File: src/rtl/ptm_pkg.sv
// Shared encodings for the packet timeline monitor.
package ptm_pkg;

    typedef enum logic [1:0] {
        PH_IDLE  = 2'd0,
        PH_ACCUM = 2'd1,
        PH_FINAL = 2'd2,
        PH_BURST = 2'd3
    } phase_e;

    typedef enum logic [1:0] {
        CAUSE_NONE    = 2'd0,
        CAUSE_CALLER  = 2'd1,
        CAUSE_MISSING = 2'd2,
        CAUSE_EXTRA   = 2'd3
    } cause_e;

    // bit 0 caller, bit 1 missing output, bit 2 unexpected output
    typedef struct packed {
        logic extra;
        logic missing;
        logic caller;
    } viol_t;

endpackage

File: src/rtl/ptm_seq_fsm.sv
// Terminated-timeline tracker.
// Follows inactive / accumulating / completing and reports caller and
// output violations for the current cycle. Assumes en is low only while
// the state is not accumulating (the top guarantees this).
module ptm_seq_fsm
    import ptm_pkg::*;
(
    input  logic   clk,
    input  logic   rst_n,
    input  logic   en,
    input  logic   in_valid,
    input  logic   in_last,
    input  logic   out_valid,
    output phase_e phase,
    output viol_t  viol
);

    phase_e phase_q, phase_d;

    // Next state and violations of the current cycle.
    always_comb begin
        phase_d = PH_IDLE;
        viol    = '0;
        if (en) begin
            case (phase_q)
                PH_ACCUM: begin
                    if (!in_valid) begin
                        phase_d     = PH_ACCUM;
                        viol.caller = 1'b1;
                    end else begin
                        phase_d = in_last ? PH_FINAL : PH_ACCUM;
                    end
                end
                default: begin
                    if (in_valid) phase_d = in_last ? PH_FINAL : PH_ACCUM;
                    else          phase_d = PH_IDLE;
                end
            endcase
            viol.missing = in_valid & in_last & ~out_valid;
            viol.extra   = out_valid & ~(in_valid & in_last);
        end
    end

    // State register.
    always_ff @(posedge clk) begin
        if (!rst_n) phase_q <= PH_IDLE;
        else        phase_q <= phase_d;
    end

    assign phase = phase_q;

endmodule

File: src/rtl/ptm_burst_track.sv
// Fixed-burst tracker.
// One accepted input opens a window of BURST_LEN output cycles. Input is
// forbidden during the last BURST_LEN-1 of them. Assumes 2 <= BURST_LEN <= 16.
module ptm_burst_track
    import ptm_pkg::*;
#(
    parameter int BURST_LEN = 4
) (
    input  logic  clk,
    input  logic  rst_n,
    input  logic  en,
    input  logic  in_valid,
    input  logic  out_valid,
    output logic  busy,
    output viol_t viol
);

    localparam int              CNT_W  = $clog2(BURST_LEN);
    localparam logic [CNT_W-1:0] RELOAD = CNT_W'(BURST_LEN - 1);

    logic [CNT_W-1:0] cnt_q, cnt_d;
    logic             accept, need_out;

    // Accept decision, output obligation and violations.
    always_comb begin
        busy         = (cnt_q != '0);
        accept       = en & in_valid & ~busy;
        need_out     = accept | busy;
        viol.caller  = in_valid & busy;
        viol.missing = need_out & ~out_valid;
        viol.extra   = en & ~need_out & out_valid;
        if (accept)    cnt_d = RELOAD;
        else if (busy) cnt_d = cnt_q - CNT_W'(1);
        else           cnt_d = '0;
    end

    // Remaining-cycle counter.
    always_ff @(posedge clk) begin
        if (!rst_n) cnt_q <= '0;
        else        cnt_q <= cnt_d;
    end

endmodule

File: src/rtl/ptm_err_latch.sv
// Sticky violation record.
// Keeps one flag per class and the first cause. A violation in a clear
// cycle is still recorded.
module ptm_err_latch
    import ptm_pkg::*;
(
    input  logic       clk,
    input  logic       rst_n,
    input  logic       clr,
    input  viol_t      viol,
    output logic [2:0] flags,
    output cause_e     cause
);

    logic [2:0] flags_q, base_flags;
    cause_e     cause_q, base_cause, new_cause;

    // Priority encode the violations of this cycle.
    always_comb begin
        if (viol.caller)       new_cause = CAUSE_CALLER;
        else if (viol.missing) new_cause = CAUSE_MISSING;
        else if (viol.extra)   new_cause = CAUSE_EXTRA;
        else                   new_cause = CAUSE_NONE;
        base_flags = clr ? 3'b000 : flags_q;
        base_cause = clr ? CAUSE_NONE : cause_q;
    end

    // Flag and cause registers.
    always_ff @(posedge clk) begin
        if (!rst_n) begin
            flags_q <= '0;
            cause_q <= CAUSE_NONE;
        end else begin
            flags_q <= base_flags | viol;
            cause_q <= (base_cause != CAUSE_NONE) ? base_cause : new_cause;
        end
    end

    assign flags = flags_q;
    assign cause = cause_q;

endmodule

File: src/rtl/pkt_timeline_mon.sv
// Packet timeline compliance monitor.
// Selects the terminated or fixed-burst tracker by mode, latches the mode
// while a packet is open, and merges the violations into a sticky record.
// Assumes the watched port's signals are synchronous to clk.
module pkt_timeline_mon
    import ptm_pkg::*;
#(
    parameter int BURST_LEN = 4
) (
    input  logic       clk,
    input  logic       rst_n,
    input  logic       clr,
    input  logic       mode,
    input  logic       in_valid,
    input  logic       in_last,
    input  logic       out_valid,
    output logic [1:0] phase,
    output logic [2:0] err_flags,
    output logic [1:0] err_cause
);

    phase_e seq_phase;
    viol_t  seq_viol, burst_viol, all_viol;
    logic   burst_busy, busy, mode_q, eff_mode, mode_err;
    cause_e cause;

    // Mode in force: latched while a packet is open.
    always_comb begin
        busy     = (seq_phase == PH_ACCUM) | burst_busy;
        eff_mode = busy ? mode_q : mode;
        mode_err = busy & (mode != mode_q);
    end

    // Mode latch.
    always_ff @(posedge clk) begin
        if (!rst_n)     mode_q <= 1'b0;
        else if (!busy) mode_q <= mode;
    end

    ptm_seq_fsm u_seq (
        .clk       (clk),
        .rst_n     (rst_n),
        .en        (~eff_mode),
        .in_valid  (in_valid),
        .in_last   (in_last),
        .out_valid (out_valid),
        .phase     (seq_phase),
        .viol      (seq_viol)
    );

    ptm_burst_track #(.BURST_LEN(BURST_LEN)) u_burst (
        .clk       (clk),
        .rst_n     (rst_n),
        .en        (eff_mode),
        .in_valid  (in_valid),
        .out_valid (out_valid),
        .busy      (burst_busy),
        .viol      (burst_viol)
    );

    // Merge violations of both trackers and the mode rule.
    always_comb begin
        all_viol        = seq_viol | burst_viol;
        all_viol.caller = all_viol.caller | mode_err;
    end

    ptm_err_latch u_err (
        .clk   (clk),
        .rst_n (rst_n),
        .clr   (clr),
        .viol  (all_viol),
        .flags (err_flags),
        .cause (cause)
    );

    assign err_cause = cause;
    assign phase     = burst_busy ? PH_BURST : seq_phase;

endmodule

File: config.mk
export PLATFORM = sky130hd
export DESIGN_NAME = pkt_timeline_mon
export DESIGN_NICKNAME = d
export VERILOG_FILES = /design/src/rtl/ptm_pkg.sv /design/src/rtl/ptm_seq_fsm.sv /design/src/rtl/ptm_burst_track.sv /design/src/rtl/ptm_err_latch.sv /design/src/rtl/pkt_timeline_mon.sv
export SDC_FILE = /design/constraint.sdc
export NUM_CORES = 1
export LEC_CHECK = 0
export BUFFER_PORTS_ARGS = -buffer_cell sky130_fd_sc_hd__buf_2
export CORE_AREA = 5 5 51 53
export DETAILED_ROUTE_END_ITERATION = 7
export DIE_AREA = 0 0 56 58
export PLACE_DENSITY_LB_ADDON = 0.25
export SLEW_MARGIN = 20
export SYNTH_ARGS = -nofsm -noshare
export SYNTH_HDL_FRONTEND = slang
export SYNTH_SLANG_ARGS = --single-unit
File: constraint.sdc
create_clock -name clk -period 3.3 [get_ports clk]
set_input_delay 0.66 -clock clk [delete_from_list [all_inputs] [get_ports clk]]
set_output_delay 0.66 -clock clk [all_outputs]
set_load 0.005 [all_outputs]
==> qor.yml, run 1 <==
status: "finished, final reports clean"
tightest_slew_ns: 0.436
die_w_um: 56
synth_seq_area_share_pct: 38.6
track_usage_pct: 7.45
io_buffers: 13
post_cts_buffers: 0
root_buffer: "clkbuf_4"
worst-endpoint-arrival_ns: 1.20
worstHoldPathType: "reg -> reg"
synth_top_flop_cell: "dfxtp_1"
slowest_delay_ns: 0.46
p_leak_nw: 0.288
synthesis.area_um2: 518
worstSetupPathType: "reg -> out"
rsz0062_at_grt: "no"
synth_top_cell_by_area: "dfxtp_1"
drt_iter0_markers: 4
synth_area_leaders: "dfxtp_1 (39%), a21oi_1 (6.8%), o41ai_4 (5.3%)"
busiest_layer: "met2"
path_buf_inv: 1
drive_gt1_share_pct: 38.4
critPathMaxFanout: 6
hpwl_um: 862
ir_drop_mv: 0.161
cts.repair.resized: 0
p_per_area_nw_per_um2: 498
ys_warn_count: 0
end_kind: "output port"
cts_buffer_depth: 2
initial_core_util_pct: 24.6
clkTransAtPathRegs_ns: 0.06
crit_chain: "or3_2 > buf_2"
num_rows: 17
fp.coreArea_um2: 2110
slowest_stage: "or3_2"
antennaDiodeCount: 0
fin_tns_setup_ns: 0
holdWs_ns: 0.494
critPathRequiredTime_ns: 2.64
slew_viol_final: 0
grt_max_degree: 10
vias_per_cell: 4.70
antenna_found_initial: 0
max_slew_margin_pct: 70.9
power_w: 0.000322
die_y_um: 58
synth.ff_latch_count: 10
final_nets: 81
clock_latency_ns: 0.26
area_delta_synth_final_pct: 24.9
fin_worst_skew_ns: 0.00427
grt_pass1_vias: 445
yosysTopAreaCellShare_pct: 38.6
io_pins: 14
drt_pre_antenna_iters: 4
synth_edf_count: 0
postRouteWirelength_um: 1110
syn_nets: 64
h-tree-depth: 1
route.vias.total: 475
synth.cells.most_frequent: "dfxtp_1 (10), a21oi_1 (7), inv_1 (5)"
wl_per_cell_um: 10.9
ys_async_sr_fraction_pct: 0
startpoint_type: "flip-flop"
cp_top_family: "simple AND/OR/NAND/NOR gates"
cts_tree: "done"
holdBufCountCts: 0
cts_buffers: 3
synth.distinct_cells: 26
grt_overflow: 0
use_met1_pct: 9.81
period_needed_ns: 1.86
syn_area_per_cell_um2: 9.09
drv_cap: 0
fin_crit_sh_pct: 56.5
grt_use_met2_pct: 10.5
met3_usage_pct: 2.00
finalHoldViolCount: 0
ant_nets: 0
syn_inst: 57
fmax_ghz: 0.537
drc: 0
setup_viol: 0
fillers: 211
yosysMostFrequentCell: "dfxtp_1"
gp_congestion: 0.717
grt_pass1_wl_um: 1940
dieArea_um2: 3250
clock_sinks: 10
-- cells by family (layout without fill, tap and decap cells) --
group,count (synthesis),count (layout),share of synthesized area [%]
AOI/OAI and AO/OA,15,15,24.4
buffers and inverters,6,22,5.07
DFF,10,10,38.6
muxes,1,1,2.17
and+or+nand+nor,25,25,29.7
-- stage by stage --
stage,util (%),worst slack [ns],instance area (um2),std cells
finish,30.7,1.44,647,101
global route,30.7,1.39,647,101
CTS,30.7,1.43,647,101
detailed placement,29.0,1.51,611,97
global placement,29.0,1.54,611,97
floorplan,-,1.63,518,57
-- tightest hold or removal path: cells and delay by family (launching register included) --
family / cells / cell delay (ns)
simple gates: 1 / 0.07
flops: 1 / 0.33
compound gates: 1 / 0.07
-- where the power goes --
group / switching, W / internal [W] / leakage [nW]
sequential: 0.00000980 / 0.000132 / 0.0824
combinational: 0.0000366 / 0.0000359 / 0.185
clock: 0.0000408 / 0.0000668 / 0.0210
total: 0.0000872 / 0.000235 / 0.288
-- layer usage --
layer | vias to the layer above | wire length, um
li1 | 241 | -
met3 | 2 | 58
met1 | 218 | 521
met5 | - | 0
met2 | 14 | 502
met4 | 0 | 22
-- layout by cell type, fill, tap and decap left out, drive strengths merged, types with 2 or more instances in the layout --
| cell | instances |
|---|---|
| a21oi | 7 |
| nor2 | 5 |
| dfxtp | 10 |
| clkbuf | 4 |
| nand3b | 2 |
| buf | 13 |
| nand3 | 2 |
| nor3 | 4 |
| nor3b | 2 |
| inv | 5 |
| o41ai | 2 |
| nand2 | 3 |
| or3 | 2 |
-- path summary, 6_finish.rpt --
path | to | slack [ns] | startpoint | cells after the start
worst min-delay path | u_err.flags[1]$_SDFF_PN0_ | 0.49 | u_err.flags[1]$_SDFF_PN0_ | 2
worst min register to register | u_err.flags[1]$_SDFF_PN0_ | 0.49 | u_err.flags[1]$_SDFF_PN0_ | 2
worst max-delay path | phase[0] | 1.44 | u_burst.cnt_q[1]$_SDFF_PN0_ | 2
worst max register to register | u_err.cause[1]$_SDFF_PN0_ | 1.88 | u_burst.cnt_q[1]$_SDFF_PN0_ | 5
-- layout make-up --
cell class	count	area [um2]	area share, %
Timing Repair Buffer	13	65.1	10.1
Tap cell	28	35.0	5.42
Inverter	5	18.8	2.90
Multi-Input combinational cell	41	292	45.1
Clock buffer	4	36.3	5.61
Sequential cell	10	200	30.9
-- flip-flops by register name, indices dropped and copies added (netlist names) --
register,cells
u_err.cause,2
mode_q,1
u_err.flags,3
u_seq.phase,2
u_burst.cnt_q,2
No activity file was read; power rests on OpenSTA's default activity.
==> run 2, diff against run 1 <==
--- a/config.mk
+++ b/config.mk
@@ -5,10 +5,11 @@
 export SDC_FILE = /design/constraint.sdc
 export NUM_CORES = 1
 export LEC_CHECK = 0
+export ABC_AREA = 1
 export BUFFER_PORTS_ARGS = -buffer_cell sky130_fd_sc_hd__buf_2
-export CORE_AREA = 5 5 51 53
+export CORE_AREA = 5 5 49 51
 export DETAILED_ROUTE_END_ITERATION = 7
-export DIE_AREA = 0 0 56 58
+export DIE_AREA = 0 0 54 56
 export PLACE_DENSITY_LB_ADDON = 0.25
 export SLEW_MARGIN = 20
 export SYNTH_ARGS = -nofsm -noshare
==> constraint.sdc (replaced) <==
create_clock -name clk -period 1.9 [get_ports clk]
set_input_delay 0.38 -clock clk [delete_from_list [all_inputs] [get_ports clk]]
set_output_delay 0.38 -clock clk [all_outputs]
set_load 0.005 [all_outputs]
==> qor.yml, run 2 <==
holdBufCountCts: 0
startpoint_type: "flip-flop"
setup_slack_ns: 0.209
fin_cells: 107
drt_pre_antenna_iters: 4
path_buf_inv: 2
clock_sinks: 10
root_buffer: "clkbuf_4"
yosysTopAreaCellShare_pct: 42.2
initial_core_util_pct: 24.9
drt_iter0_markers: 12
postRouteWirelength_um: 1040
synth_top_flop_cell: "dfxtp_1"
gp_congestion: 0.791
drive_gt1_share_pct: 32.5
clkTransAtPathRegs_ns: 0.08
grt_pass1_wl_um: 1880
p_sw_w: 0.000246
area_delta_synth_final_pct: 28.5
worst-endpoint-arrival_ns: 1.31
vias_per_cell: 4.22
cts_tree: "done"
rsz0062_at_grt: "no"
synth.distinct_cells: 18
drv_cap: 0
h-tree-depth: 1
cts.repair.resized: 0
critPathMaxFanout: 7
ir_drop_mv: 0.291
fin_crit_sh_pct: 89.0
io_buffers: 13
status: "finished, final reports clean"
slowest_delay_ns: 0.34
synth_top_cell_by_area: "dfxtp_1"
final_nets: 88
crit_chain: "nor2_4 > inv_1 > or2_2 > buf_2"
critPathRequiredTime_ns: 1.52
synth_area_leaders: "dfxtp_1 (42%), nand2_1 (12%), inv_1 (8.7%)"
post_cts_buffers: 0
tightest_slew_ns: 0.318
clockPowerShare_pct: 28.4
num_rows: 16
yosysMostFrequentCell: "nand2_1"
grt_pass1_vias: 446
route.vias.total: 452
ys_warn_count: 0
track_usage_pct: 8.48
fillers: 226
die_w_um: 54
fin_worst_skew_ns: 0.00334
synth.cells.most_frequent: "nand2_1 (15), inv_1 (11), dfxtp_1 (10)"
p_comb_share_pct: 32.8
synth_edf_count: 0
max_slew_margin_pct: 78.7
fp.coreArea_um2: 1900
final_common_cell: "nand2_1"
cts_buffers: 3
cp_top_family: "simple AND/OR/NAND/NOR gates"
syn_area_per_cell_um2: 7.53
slowest_stage: "dfxtp_1"
drc: 0
syn_nets: 70
io_pins: 14
die_y_um: 56
p_per_area_nw_per_um2: 1170
grt_overflow: 0
finalHoldViolCount: 0
synth_seq_area_share_pct: 42.2
ys_async_sr_fraction_pct: 0
power_frac_seq_pct: 38.8
antenna_found_initial: 0
syn_inst: 63
p_int_w: 0.000468
dieArea_um2: 3020
ant_nets: 0
dp.cells: 103
wl_per_cell_um: 9.73
pre_cts_slack_ns: 0.509
fmax_ghz: 0.591
mostFrequentLayoutCells: "nand2_1 (15), buf_2 (13), inv_1 (11)"
synth.ff_latch_count: 10
end_kind: "output port"
hpwl_um: 813
period_needed_ns: 1.69
worstSetupPathType: "reg -> out"
fin_tns_setup_ns: 0
setup_viol: 0
clock_latency_ns: 0.27
sw_frac_of_total_pct: 34.5
worstHoldPathType: "in -> reg"
largest_register_ffs: 3
synthesis.area_um2: 474
antennaDiodeCount: 0
p_leak_nw: 0.326
cts_buffer_depth: 2
grt_max_degree: 8
slew_viol_final: 0
-- run 2: metrics by stage --
step | hold slack, ns | total power (W) | utilization [%] | cell area, um2
after detailed placement | 0.456 | 0.000521 | 30.1 | 573
final | 0.337 | 0.000714 | 32.0 | 609
after global routing | 0.365 | 0.000776 | 32.0 | 609
after global placement | 0.455 | 0.000518 | 30.1 | 573
after floorplan | 0.444 | 0.000442 | - | 474
after CTS | 0.344 | 0.000721 | 32.0 | 609
-- run 2: routing by layer --
layer	share of wire, %	global-route usage (%)
met1	45	10.3
met2	49	12.6
met3	4.9	2.41
met4	1.2	5.34
met5	0	0
-- run 2: kinds of logic after synthesis --
family	Yosys count	share of synthesized area, %
xor gates and xnor gates	1	1.85
DFF	10	42.2
and+or+nand+nor	29	31.4
AOI/OAI and AO/OA	12	15.8
buffers and inverters	11	8.71
-- run 2: area by class of cell --
| cell class | instances | area (um2) | share of cell area, % |
|---|---|---|---|
| Multi-Input combinational cell | 42 | 233 | 38.2 |
| Sequential cell | 10 | 200 | 32.9 |
| Inverter | 11 | 41.3 | 6.78 |
| Timing Repair Buffer | 13 | 65.1 | 10.7 |
| Clock buffer | 4 | 36.3 | 5.95 |
| Tap cell | 27 | 33.8 | 5.54 |
-- run 2: tightest hold or removal path, cell delays in order --
cell and delay [ns]:
buf_2 0.11, nand2_1 0.05, inv_1 0.04
-- run 2: power by group through the flow --
stage / logic [W] / clock network [W] / registers (W)
3_5_place_dp: 0.000238 / 0 / 0.000283
6_report: 0.000234 / 0.000203 / 0.000277
2_1_floorplan: 0.000160 / 0 / 0.000282
4_1_cts: 0.000240 / 0.000203 / 0.000278
3_3_place_gp: 0.000237 / 0 / 0.000281
5_1_grt: 0.000274 / 0.000218 / 0.000285
-- run 2: final timing paths --
| kind | startpoint | to | slack (ns) | depth (start not counted) |
|---|---|---|---|---|
| setup / recovery | u_burst.cnt_q[1]$_SDFF_PN0_ | phase[0] | 0.21 | 4 |
| hold / removal | rst_n | u_err.flags[1]$_SDFF_PN0_ | 0.34 | 3 |
| setup reg to reg | u_burst.cnt_q[1]$_SDFF_PN0_ | u_err.cause[1]$_SDFF_PN0_ | 0.60 | 9 |
| hold reg to reg | u_err.flags[2]$_SDFF_PN0_ | u_err.flags[2]$_SDFF_PN0_ | 0.47 | 2 |
